**src/rtl/aludec_pkg.sv**
```systemverilog
package aludec_pkg;

    typedef enum logic [3:0] {
        OP_AND = 4'b0000,
        OP_OR  = 4'b0001,
        OP_ADD = 4'b0010,
        OP_SUB = 4'b0110,
        OP_SLT = 4'b0111,
        OP_NOR = 4'b1100
    } alu_op_e;

    typedef enum logic [1:0] {
        CLS_MEM   = 2'b00,
        CLS_BRANCH= 2'b01,
        CLS_RFMT  = 2'b10,
        CLS_SPARE = 2'b11
    } op_class_e;

    localparam logic [5:0] FN_ADD = 6'b100000;
    localparam logic [5:0] FN_SUB = 6'b100010;
    localparam logic [5:0] FN_AND = 6'b100100;
    localparam logic [5:0] FN_OR  = 6'b100101;
    localparam logic [5:0] FN_NOR = 6'b100111;
    localparam logic [5:0] FN_SLT = 6'b101010;

    typedef struct packed {
        alu_op_e op;
        logic    negate_b;
        logic    is_logic;
    } dec_ctl_t;

endpackage

```
**src/rtl/alu_op_decoder.sv**
```systemverilog
module alu_op_decoder
    import aludec_pkg::*;
(
    input  logic [1:0] op_class_i,
    input  logic [5:0] funct_i,
    output dec_ctl_t   ctl_o
);
    alu_op_e  fn_op_d;
    dec_ctl_t ctl_d;

    always_comb begin
        unique case (funct_i)
            FN_ADD:  fn_op_d = OP_ADD;
            FN_SUB:  fn_op_d = OP_SUB;
            FN_AND:  fn_op_d = OP_AND;
            FN_OR:   fn_op_d = OP_OR;
            FN_NOR:  fn_op_d = OP_NOR;
            FN_SLT:  fn_op_d = OP_SLT;
            default: fn_op_d = OP_ADD;
        endcase
    end

    always_comb begin
        ctl_d = '0;
        case (op_class_e'(op_class_i))
            CLS_MEM:    ctl_d.op = OP_ADD;
            CLS_BRANCH: ctl_d.op = OP_SUB;
            CLS_RFMT:   ctl_d.op = fn_op_d;
            default:    ctl_d.op = OP_ADD;
        endcase
        ctl_d.negate_b = (ctl_d.op == OP_SUB) || (ctl_d.op == OP_SLT);
        ctl_d.is_logic = (ctl_d.op == OP_AND) || (ctl_d.op == OP_OR) || (ctl_d.op == OP_NOR);
        AST_CLASS_FORCE: assert (op_class_i == 2'b10 || ctl_d.op == OP_ADD || ctl_d.op == OP_SUB);
    end

    assign ctl_o = ctl_d;
endmodule

```
**src/rtl/alu_core.sv**
```systemverilog
module alu_core
    import aludec_pkg::*;
#(
    parameter int WIDTH = 32
) (
    input  dec_ctl_t           ctl_i,
    input  logic [WIDTH-1:0]   a_i,
    input  logic [WIDTH-1:0]   b_i,
    output logic [WIDTH-1:0]   result_o
);
    localparam int MSB = WIDTH - 1;

    logic [WIDTH-1:0] b_eff_d;
    logic [WIDTH-1:0] sum_d;
    logic             less_d;
    logic [WIDTH-1:0] result_d;

    always_comb begin
        b_eff_d = ctl_i.negate_b ? ~b_i : b_i;
        sum_d   = a_i + b_eff_d + {{(WIDTH-1){1'b0}}, ctl_i.negate_b};
        less_d  = (a_i[MSB] ^ b_i[MSB]) ? a_i[MSB] : sum_d[MSB];
    end

    always_comb begin
        unique case (ctl_i.op)
            OP_AND:  result_d = a_i & b_i;
            OP_OR:   result_d = a_i | b_i;
            OP_NOR:  result_d = ~(a_i | b_i);
            OP_SLT:  result_d = {{(WIDTH-1){1'b0}}, less_d};
            default: result_d = sum_d;
        endcase
        if (ctl_i.op == OP_SLT)
            AST_SLT_NARROW: assert (result_d[WIDTH-1:1] == '0);
        if (ctl_i.op == OP_AND)
            AST_AND_SUBSET: assert ((result_d & ~a_i) == '0);
        if (ctl_i.op == OP_OR)
            AST_OR_COVER: assert ((result_d & a_i) == a_i);
        if (ctl_i.op == OP_SUB && a_i == b_i)
            AST_SUB_SELF: assert (result_d == '0);
    end

    assign result_o = result_d;
endmodule

```
**src/rtl/zero_detect.sv**
```systemverilog
module zero_detect #(
    parameter int WIDTH = 32,
    parameter int CHUNK = 8
) (
    input  logic [WIDTH-1:0] value_i,
    output logic             zero_o
);
    localparam int NCH    = (WIDTH + CHUNK - 1) / CHUNK;
    localparam int PADDED = NCH * CHUNK;

    logic [PADDED-1:0] padded_d;
    logic [NCH-1:0]    any_d;

    assign padded_d = {{(PADDED-WIDTH){1'b0}}, value_i};

    for (genvar g = 0; g < NCH; g++) begin : g_chunk
        assign any_d[g] = |padded_d[g*CHUNK +: CHUNK];
    end

    assign zero_o = ~|any_d;
endmodule

```
**src/rtl/alu_decode_top.sv**
```systemverilog
module alu_decode_top
    import aludec_pkg::*;
#(
    parameter int WIDTH = 32,
    parameter int ZCHUNK = 8
) (
    input  logic [1:0]       op_class_i,
    input  logic [5:0]       funct_i,
    input  logic [WIDTH-1:0] a_i,
    input  logic [WIDTH-1:0] b_i,
    output logic [3:0]       op_code_o,
    output logic [WIDTH-1:0] result_o,
    output logic             zero_o
);
    dec_ctl_t         ctl_d;
    logic [WIDTH-1:0] result_d;
    logic             zero_d;

    alu_op_decoder u_dec (
        .op_class_i (op_class_i),
        .funct_i    (funct_i),
        .ctl_o      (ctl_d)
    );

    alu_core #(.WIDTH(WIDTH)) u_core (
        .ctl_i    (ctl_d),
        .a_i      (a_i),
        .b_i      (b_i),
        .result_o (result_d)
    );

    zero_detect #(.WIDTH(WIDTH), .CHUNK(ZCHUNK)) u_zero (
        .value_i (result_d),
        .zero_o  (zero_d)
    );

    assign op_code_o = ctl_d.op;
    assign result_o  = result_d;
    assign zero_o    = zero_d;

    always_comb begin
        if (zero_d)
            AST_ZERO_MEANS_CLEAR: assert (result_d == '0);
        if (op_class_i == 2'b01 && a_i == b_i)
            AST_BRANCH_EQUAL: assert (zero_d);
    end
endmodule

```
**config.mk**
```make
export PLATFORM = sky130hd
export DESIGN_NAME = alu_decode_top
export DESIGN_NICKNAME = d
export VERILOG_FILES = /design/src/rtl/aludec_pkg.sv /design/src/rtl/alu_op_decoder.sv /design/src/rtl/alu_core.sv /design/src/rtl/zero_detect.sv /design/src/rtl/alu_decode_top.sv
export SDC_FILE = /design/constraint.sdc
export NUM_CORES = 1
export LEC_CHECK = 0
export BUFFER_PORTS_ARGS = -buffer_cell sky130_fd_sc_hd__buf_2
export CAP_MARGIN = 0
export CORE_UTILIZATION = 35
export DETAILED_ROUTE_END_ITERATION = 8
export GPL_ROUTABILITY_DRIVEN = 0
export SKIP_LAST_GASP = 1
export SLEW_MARGIN = 30
export SYNTH_ARGS = -nofsm -noshare
export SYNTH_HDL_FRONTEND = slang
export SYNTH_HIERARCHICAL = 1
export SYNTH_SLANG_ARGS = --single-unit
```
**constraint.sdc**
```tcl
create_clock -name vclk -period 16.1
set_input_delay 2.415 -clock vclk [all_inputs]
set_output_delay 2.415 -clock vclk [all_outputs]
set_load 0.02 [all_outputs]
```
==> results of run 1 <==
power groups by stage:
stage	combinational, µW	sequential [µW]	clock, µW
final	244	0	0
after global routing	267	0	0
after CTS	243	0	0
after detailed placement	242	0	0
after global placement	241	0	0
after floorplan	167	0	0
worst max-delay path, delay by kind of cell:
kind                       cells  cell delay, ns
and+or+nand+nor                8            2.39
adders and majority gates      2            0.63
buffers and inverters          4            0.82
xor gates and xnor gates       2            0.29
AOI/OAI and AO/OA              4            0.71
per-layer routing:
layer  wire length, µm  GRT usage (%)
met2              4800           36.5
met4               101           2.41
met1              5010           29.3
met5                 0              0
met3               738           2.84
placed cells by master (no fill, tap or decap), types with 14 or more instances in the layout:
| master | instances |
|---|---|
| inv_1 | 14 |
| nor3_1 | 29 |
| xor2_1 | 46 |
| ha_1 | 34 |
| xnor2_1 | 15 |
| nor2_1 | 23 |
| o21ai_1 | 16 |
| o21ai_0 | 28 |
| buf_2 | 109 |
| nand2_1 | 29 |
| maj3_1 | 29 |
| a21oi_1 | 63 |
layout make-up:
class                           instances  area (µm²)  area share [%]
Tap cell                              108         135            3.45
Multi-Input combinational cell        437        3150            80.5
Timing Repair Buffer                  113         576            14.7
Inverter                               14        52.6            1.34
worst max path at each step:
| stage | startpoint | end | slack, ns | cells after the start |
|---|---|---|---|---|
| 2_1_floorplan | op_class_i[0] | zero_o | 7.04 | 20 |
| 3_3_place_gp | op_class_i[0] | zero_o | 6.49 | 20 |
| 3_5_place_dp | op_class_i[0] | zero_o | 6.40 | 20 |
| 4_1_cts | op_class_i[0] | zero_o | 6.40 | 20 |
| 5_1_grt | op_class_i[0] | zero_o | 6.08 | 20 |
| 6_report | op_class_i[0] | zero_o | 6.39 | 20 |
through the flow:
| stage | hold WS, ns | instances | power, µW | cell area, µm² |
|---|---|---|---|---|
| after floorplan | 5.05 | 474 | 167 | 3260 |
| after global placement | 5.22 | 672 | 241 | 3910 |
| after detailed placement | 5.23 | 672 | 242 | 3920 |
| after CTS | 5.24 | 672 | 243 | 3920 |
| after global routing | 5.28 | 672 | 267 | 3920 |
| final | 5.24 | 672 | 244 | 3920 |
==> reports/qor.csv, run 1 <==
metric,value,unit
drive_gt1_share,24.3,%
portBuffers,109,
post-place-ws,6.40,ns
combPwrFrac,100.0,%
synth_warnings,6,
first_pass_iters,9,
internal_power,89.9,µW
grt_pass1_wl,17600,µm
hold_class,in2out,
setup-tns-final,0,ns
worstMarginPinSlew,0.762,ns
io_pins,109,
nClkBuffers,0,
cp-start-kind,input pin,
max-slew-margin-rel,49.2,%
overflow,0,
die_width,98.5,µm
grt_use_total,21.3,%
ctsResizeCount,0,
die_h,98.5,µm
netSwitchingFraction,63.2,%
synth_area_per_cell,6.87,µm²
start_util,36.8,%
syn-num-nets,581,
drt-total-wl,10700,µm
rsz0062_at_grt,no,
whs_endpoint,result_o[14],
status,finished with violations,
synthCells,474,
fin_nets,673,
arrival,7.29,ns
diodes,0,
holdPathStages,3,
ctsHoldBuffers,0,
cap_violations,0,
seq_cells,0,
crit_path_max_fanout,32,
fin_util,44.3,%
endpoint_kind,output port,
p_per_area,62.4,mW/mm²
total_leakage_power,0.00175,µW
drt_iter0_markers,199,
grt_max_degree,41,
fp.dieArea,0.00970,mm²
wire_per_inst,15.9,µm
drv_slew,0,
min-delay-start,a_i[14],
finalWorstSetupSlack,6.39,ns
antenna_found_initial,0,
grt_pass1_vias,3723,
worstPathRequired,13.69,ns
slowest_delay,0.50,ns
setup_viol,0,
violations,design-rule violations,
detail-route-antenna-nets,0,
dr_total_vias,3962,
core_area,0.00885,mm²
hold_viol,0,
vias_per_cell,5.90,
period_minus_slack,9.71,ns
fp-row-count,34,
worstSetupPathType,in2out,
fillers,948,
path_cells,buf_2 -> inv_1 -> ha_1 -> and2_1 -> a221oi_4 -> buf_4 -> xor2_1 -> ha_1 -> nand4_1 -> nor4_1 -> a211oi_2 -> a21oi_1 -> o22ai_2 -> xnor2_1 -> or4_1 -> and3_1 -> nor4_1 -> nand4_1 -> nor2_1 -> buf_2,
pwr-share-clk,0,%
period_share,60.3,%
netlist_area,0.00326,mm²
cts_setup_buffers,0,
slowest_stage,buf_4,
p_seq_share,0,%
area_growth,20.2,%
area.sequential,0,µm²
drc,1,
fmax,103,MHz
p_switching,154,µW
hpwl,8500,µm
ir_worst_vdd,35.8,µV
No activity file was read; power rests on OpenSTA's default activity.
==> run 2: changes to the inputs <==
ABC_AREA = 1   (was unset)
clock period = 10.05 ns   (was 16.1 ns; I/O delays follow)
==> run 2 against run 1 <==
  * The run now ends clean
  * Critical endpoint unchanged
  * Synthesized area is 15% higher
  * Clock-buffer cell count stayed put
  * Sequential cell count stayed put
  * Global-route usage is 2.7 points higher
  * Via count is 24% higher
==> reports/qor.csv, run 2 <==
metric,value,unit
grt_max_degree,33,
core_area,0.0104,mm²
drt-total-wl,13300,µm
worstMarginPinSlew,0.856,ns
p_seq_share,0,%
drv_slew,0,
pwr-share-clk,0,%
die_h,105,µm
p_switching,268,µW
detail-route-antenna-nets,0,
drt_iter0_markers,251,
area.sequential,0,µm²
ctsResizeCount,0,
final_common_cell,nand2_1,
io_pins,109,
start_util,36.1,%
synth_area_per_cell,5.46,µm²
period_minus_slack,7.02,ns
overflow,0,
area_growth,17.8,%
p_per_area,91.2,mW/mm²
fp.dieArea,0.0111,mm²
fin_nets,891,
holdPathStages,4,
grt_pass1_wl,22100,µm
ctsHoldBuffers,0,
antenna_found_initial,0,
path_depth,29,
cap_violations,0,
hold_class,in2out,
drc,0,
layout_common_cells,"nand2_1, buf_2, nor2_1",
cp-start-kind,input pin,
grt_pass1_vias,4707,
rsz0062_at_grt,no,
fp-row-count,37,
total_leakage_power,0.00231,µW
combPwrFrac,100.0,%
internal_power,134,µW
wire_per_inst,14.5,µm
worstPathRequired,8.54,ns
diodes,0,
slowest_stage,buf_4,
nClkBuffers,0,
die_width,105,µm
first_pass_iters,4,
syn-num-nets,793,
netSwitchingFraction,66.7,%
cts_setup_buffers,0,
worstSetupPathType,in2out,
status,completed,
dr_total_vias,4925,
fmax,142,MHz
grt_use_total,23.9,%
slowest_delay,0.47,ns
ir_worst_vdd,39.6,µV
timing.critical_path.buf_inv,8,
setup_viol,0,
endpoint_kind,output port,
crit_path_max_fanout,32,
period_share,69.9,%
portBuffers,109,
arrival,5.51,ns
synthCells,686,
max-slew-margin-rel,42.8,%
drive_gt1_share,22.1,%
power,402,µW
synth_warnings,6,
vias_per_cell,5.36,
critPathTopFamily,simple AND/OR/NAND/NOR gates,
hpwl,11000,µm
netlist_area,0.00375,mm²
setup-tns-final,0,ns
hold_viol,0,
seq_cells,0,
path_common_cell,nand2_1,
## run 2: changes by cell type in the layout (fill, tap and decap cells not counted), sizes merged, moves of 11 or more
cell	change
xnor2	-11
inv	+70
nand2	+139
nor2	+86
nand3	+62
o311a	+11
xor2	-13
maj3	-29
nor4	-11
nor3	-23
## run 2: path summary, 6_finish.rpt
kind                           from      endpoint  slack [ns]
worst max-delay path  op_class_i[0]        zero_o        3.03
worst min-delay path        b_i[15]  result_o[15]        3.44
## run 2: final cells by class
type,instances,area [µm²]
repair buffers,110,553
inverters,85,319
multi-input cells,587,3370
well taps,136,170
fillers,1177,5960
## run 2: through the flow
step	cell area (µm²)	setup WS, ns	hold slack [ns]	util [%]	std cells
floorplan	3750	3.56	3.20	-	686
global placement	4400	3.10	3.44	42.5	918
detailed placement	4410	3.03	3.44	42.5	918
CTS	4410	3.02	3.44	42.5	918
global route	4410	2.59	3.46	42.5	918
finish	4410	3.03	3.44	42.5	918
## run 2: power by group through the flow
stage / logic, µW / clock network, µW / registers (µW)
final: 402 / 0 / 0
after global routing: 445 / 0 / 0
after CTS: 399 / 0 / 0
after detailed placement: 398 / 0 / 0
after global placement: 395 / 0 / 0
after floorplan: 278 / 0 / 0
## run 2: layer usage
metal	vias up	GRT usage (%)	share of wire, %
met5	-	0	0
met4	0	4.12	1.4
met3	14	2.66	6.5
met2	181	41.6	45
met1	2230	32.0	47
li1	2500	-	-
==> run 3: changes to the inputs <==
ABC_AREA = 0   (was 1)
clock period = 5.9 ns   (was 10.05 ns; I/O delays follow)
==> run 3 against run 2 <==
  * The run now ends with design-rule violations left
  * Global-route usage decreased by 1.2 points
  * Total power increased by 110%
  * Combinational power increased by 110%
  * Design area increased by 8.8%
  * Clock-buffer cell count unchanged
  * Final cell count decreased by 20%
  * Critical path type unchanged
==> reports/qor.csv, run 3 (synthesis results as in run 1) <==
metric,value,unit
status,finished with violations,
violations,design-rule violations,
drt_iter0_markers,208,
crit_path_max_fanout,5,
drc,9,
worstMarginPinSlew,0.741,ns
total_leakage_power,0.00214,µW
ir_worst_vdd,118,µV
holdPathStages,3,
grt_max_degree,29,
whs_endpoint,result_o[14],
ctsHoldBuffers,0,
slowest_delay,0.52,ns
hold_viol,0,
slowest_stage,or4_4,
cp-start-kind,input pin,
finalInstanceArea,0.00480,mm²
min-delay-start,a_i[14],
antenna_found_initial,0,
setup_viol,0,
grt_pass1_wl,18700,µm
drive_gt1_share,40.1,%
instances_no_fill,736,
place_inst,704,
area_growth,47.4,%
power,828,µW
drv_slew,0,
p_per_area,172,mW/mm²
hpwl,8960,µm
grt_pass1_vias,4010,
fp-row-count,34,
period_share,98.7,%
worstPathRequired,5.02,ns
wire_per_inst,16.3,µm
area.sequential,0,µm²
diodes,0,
io_pins,109,
vias_per_cell,5.72,
final_common_cell,buf_2,
fmax,172,MHz
path_common_cell,buf_4,
nClkBuffers,0,
post-place-ws,-0.168,ns
dr_total_vias,4208,
portBuffers,109,
die_h,98.5,µm
finalWorstSetupSlack,0.0770,ns
hold_class,in2out,
fin_nets,737,
rsz0062_at_grt,yes,
placed_area,0.00418,mm²
path_cells,buf_2 -> nor3b_2 -> nand3_1 -> a221oi_4 -> buf_4 -> clkbuf_16 -> xor2_1 -> ha_1 -> nand4_1 -> buf_4 -> buf_4 -> or4_4 -> o21ai_4 -> a31oi_2 -> xor2_1 -> o21ai_2 -> nor4_4 -> nand4_1 -> nor2_1 -> buf_4,
endpoint_kind,output port,
period_minus_slack,5.82,ns
detail-route-antenna-nets,0,
cap_violations,0,
layout_common_cells,"buf_2, buf_4, a21oi_1",
worstSetupPathType,in2out,
arrival,4.94,ns
drt-total-wl,12000,µm
start_util,36.8,%
seq_cells,0,
grt_use_total,22.8,%
first_pass_iters,6,
fp.dieArea,0.00970,mm²
max-slew-margin-rel,50.6,%
die_width,98.5,µm
overflow,0,
core_area,0.00885,mm²
-- run 3: cell types whose count changed in the layout (fill, tap and decap cells not counted), sizes merged, moves of 6 or more --
cell,change
nand3,-62
nand2b,+6
buf,+65
nor4,+11
inv,-70
nand2,-139
nor3,+23
xnor2,+11
xor2,+13
maj3,+29
o311a,-11
a21o,+6
nor2,-86
-- run 3: metal layers --
layer  vias up  wire length (µm)  share of wire (%)  track usage [%]
li1       2083                 -                  -                -
met1      1945              5400                 45             31.2
met4         0               210                1.8             4.25
met2       161              5650                 47             39.3
met3        19               713                6.0             1.91
met5         -                 0                  0                0
-- run 3: worst max-delay path, delay by kind of cell --
family | cells | cell delay, ns
compound gates | 4 | 0.73
xor+xnor | 2 | 0.32
fa+ha+maj | 1 | 0.37
buf+inv | 6 | 0.92
simple gates | 7 | 1.70
-- run 3: worst max-delay path by stage --
stage	start	to	slack (ns)	cells after the start
2_1_floorplan	op_class_i[0]	zero_o	0.02	20
3_5_place_dp	op_class_i[0]	zero_o	-0.17	22
4_1_cts	op_class_i[0]	zero_o	0.002	23
3_3_place_gp	op_class_i[0]	zero_o	-0.09	21
6_report	funct_i[2]	zero_o	0.08	20
5_1_grt	op_class_i[0]	zero_o	-0.13	21
-- run 3: area by class of cell --
type,count,area (µm²)
inverters,14,52.6
well taps,108,135
multi-input cells,437,3460
repair buffers,177,1150
fillers,872,4050
-- run 3: what timing repair did --
item | CTS | global route
gates cloned | 1 | 2
setup buffers | 10 | 20
resized for setup | 14 | 57
endpoints found under the setup margin | 1 | 1
pin swaps | 13 | 41
-- run 3: per-stage QoR --
step	utilization [%]	hold slack (ns)	TNS, ns
finish	54.3	2.18	0
floorplan	-	1.99	0
detailed placement	47.2	2.17	-0.168
global route	54.3	2.20	-0.127
CTS	49.1	2.17	0
global placement	47.2	2.16	-0.0947
-- run 3: where the power goes --
group | total, µW | internal (µW) | switching (µW) | leakage [µW]
Combinational | 828 | 347 | 481 | 0.00214
Clock | 0 | 0 | 0 | 0
Sequential | 0 | 0 | 0 | 0
Total | 828 | 347 | 481 | 0.00214
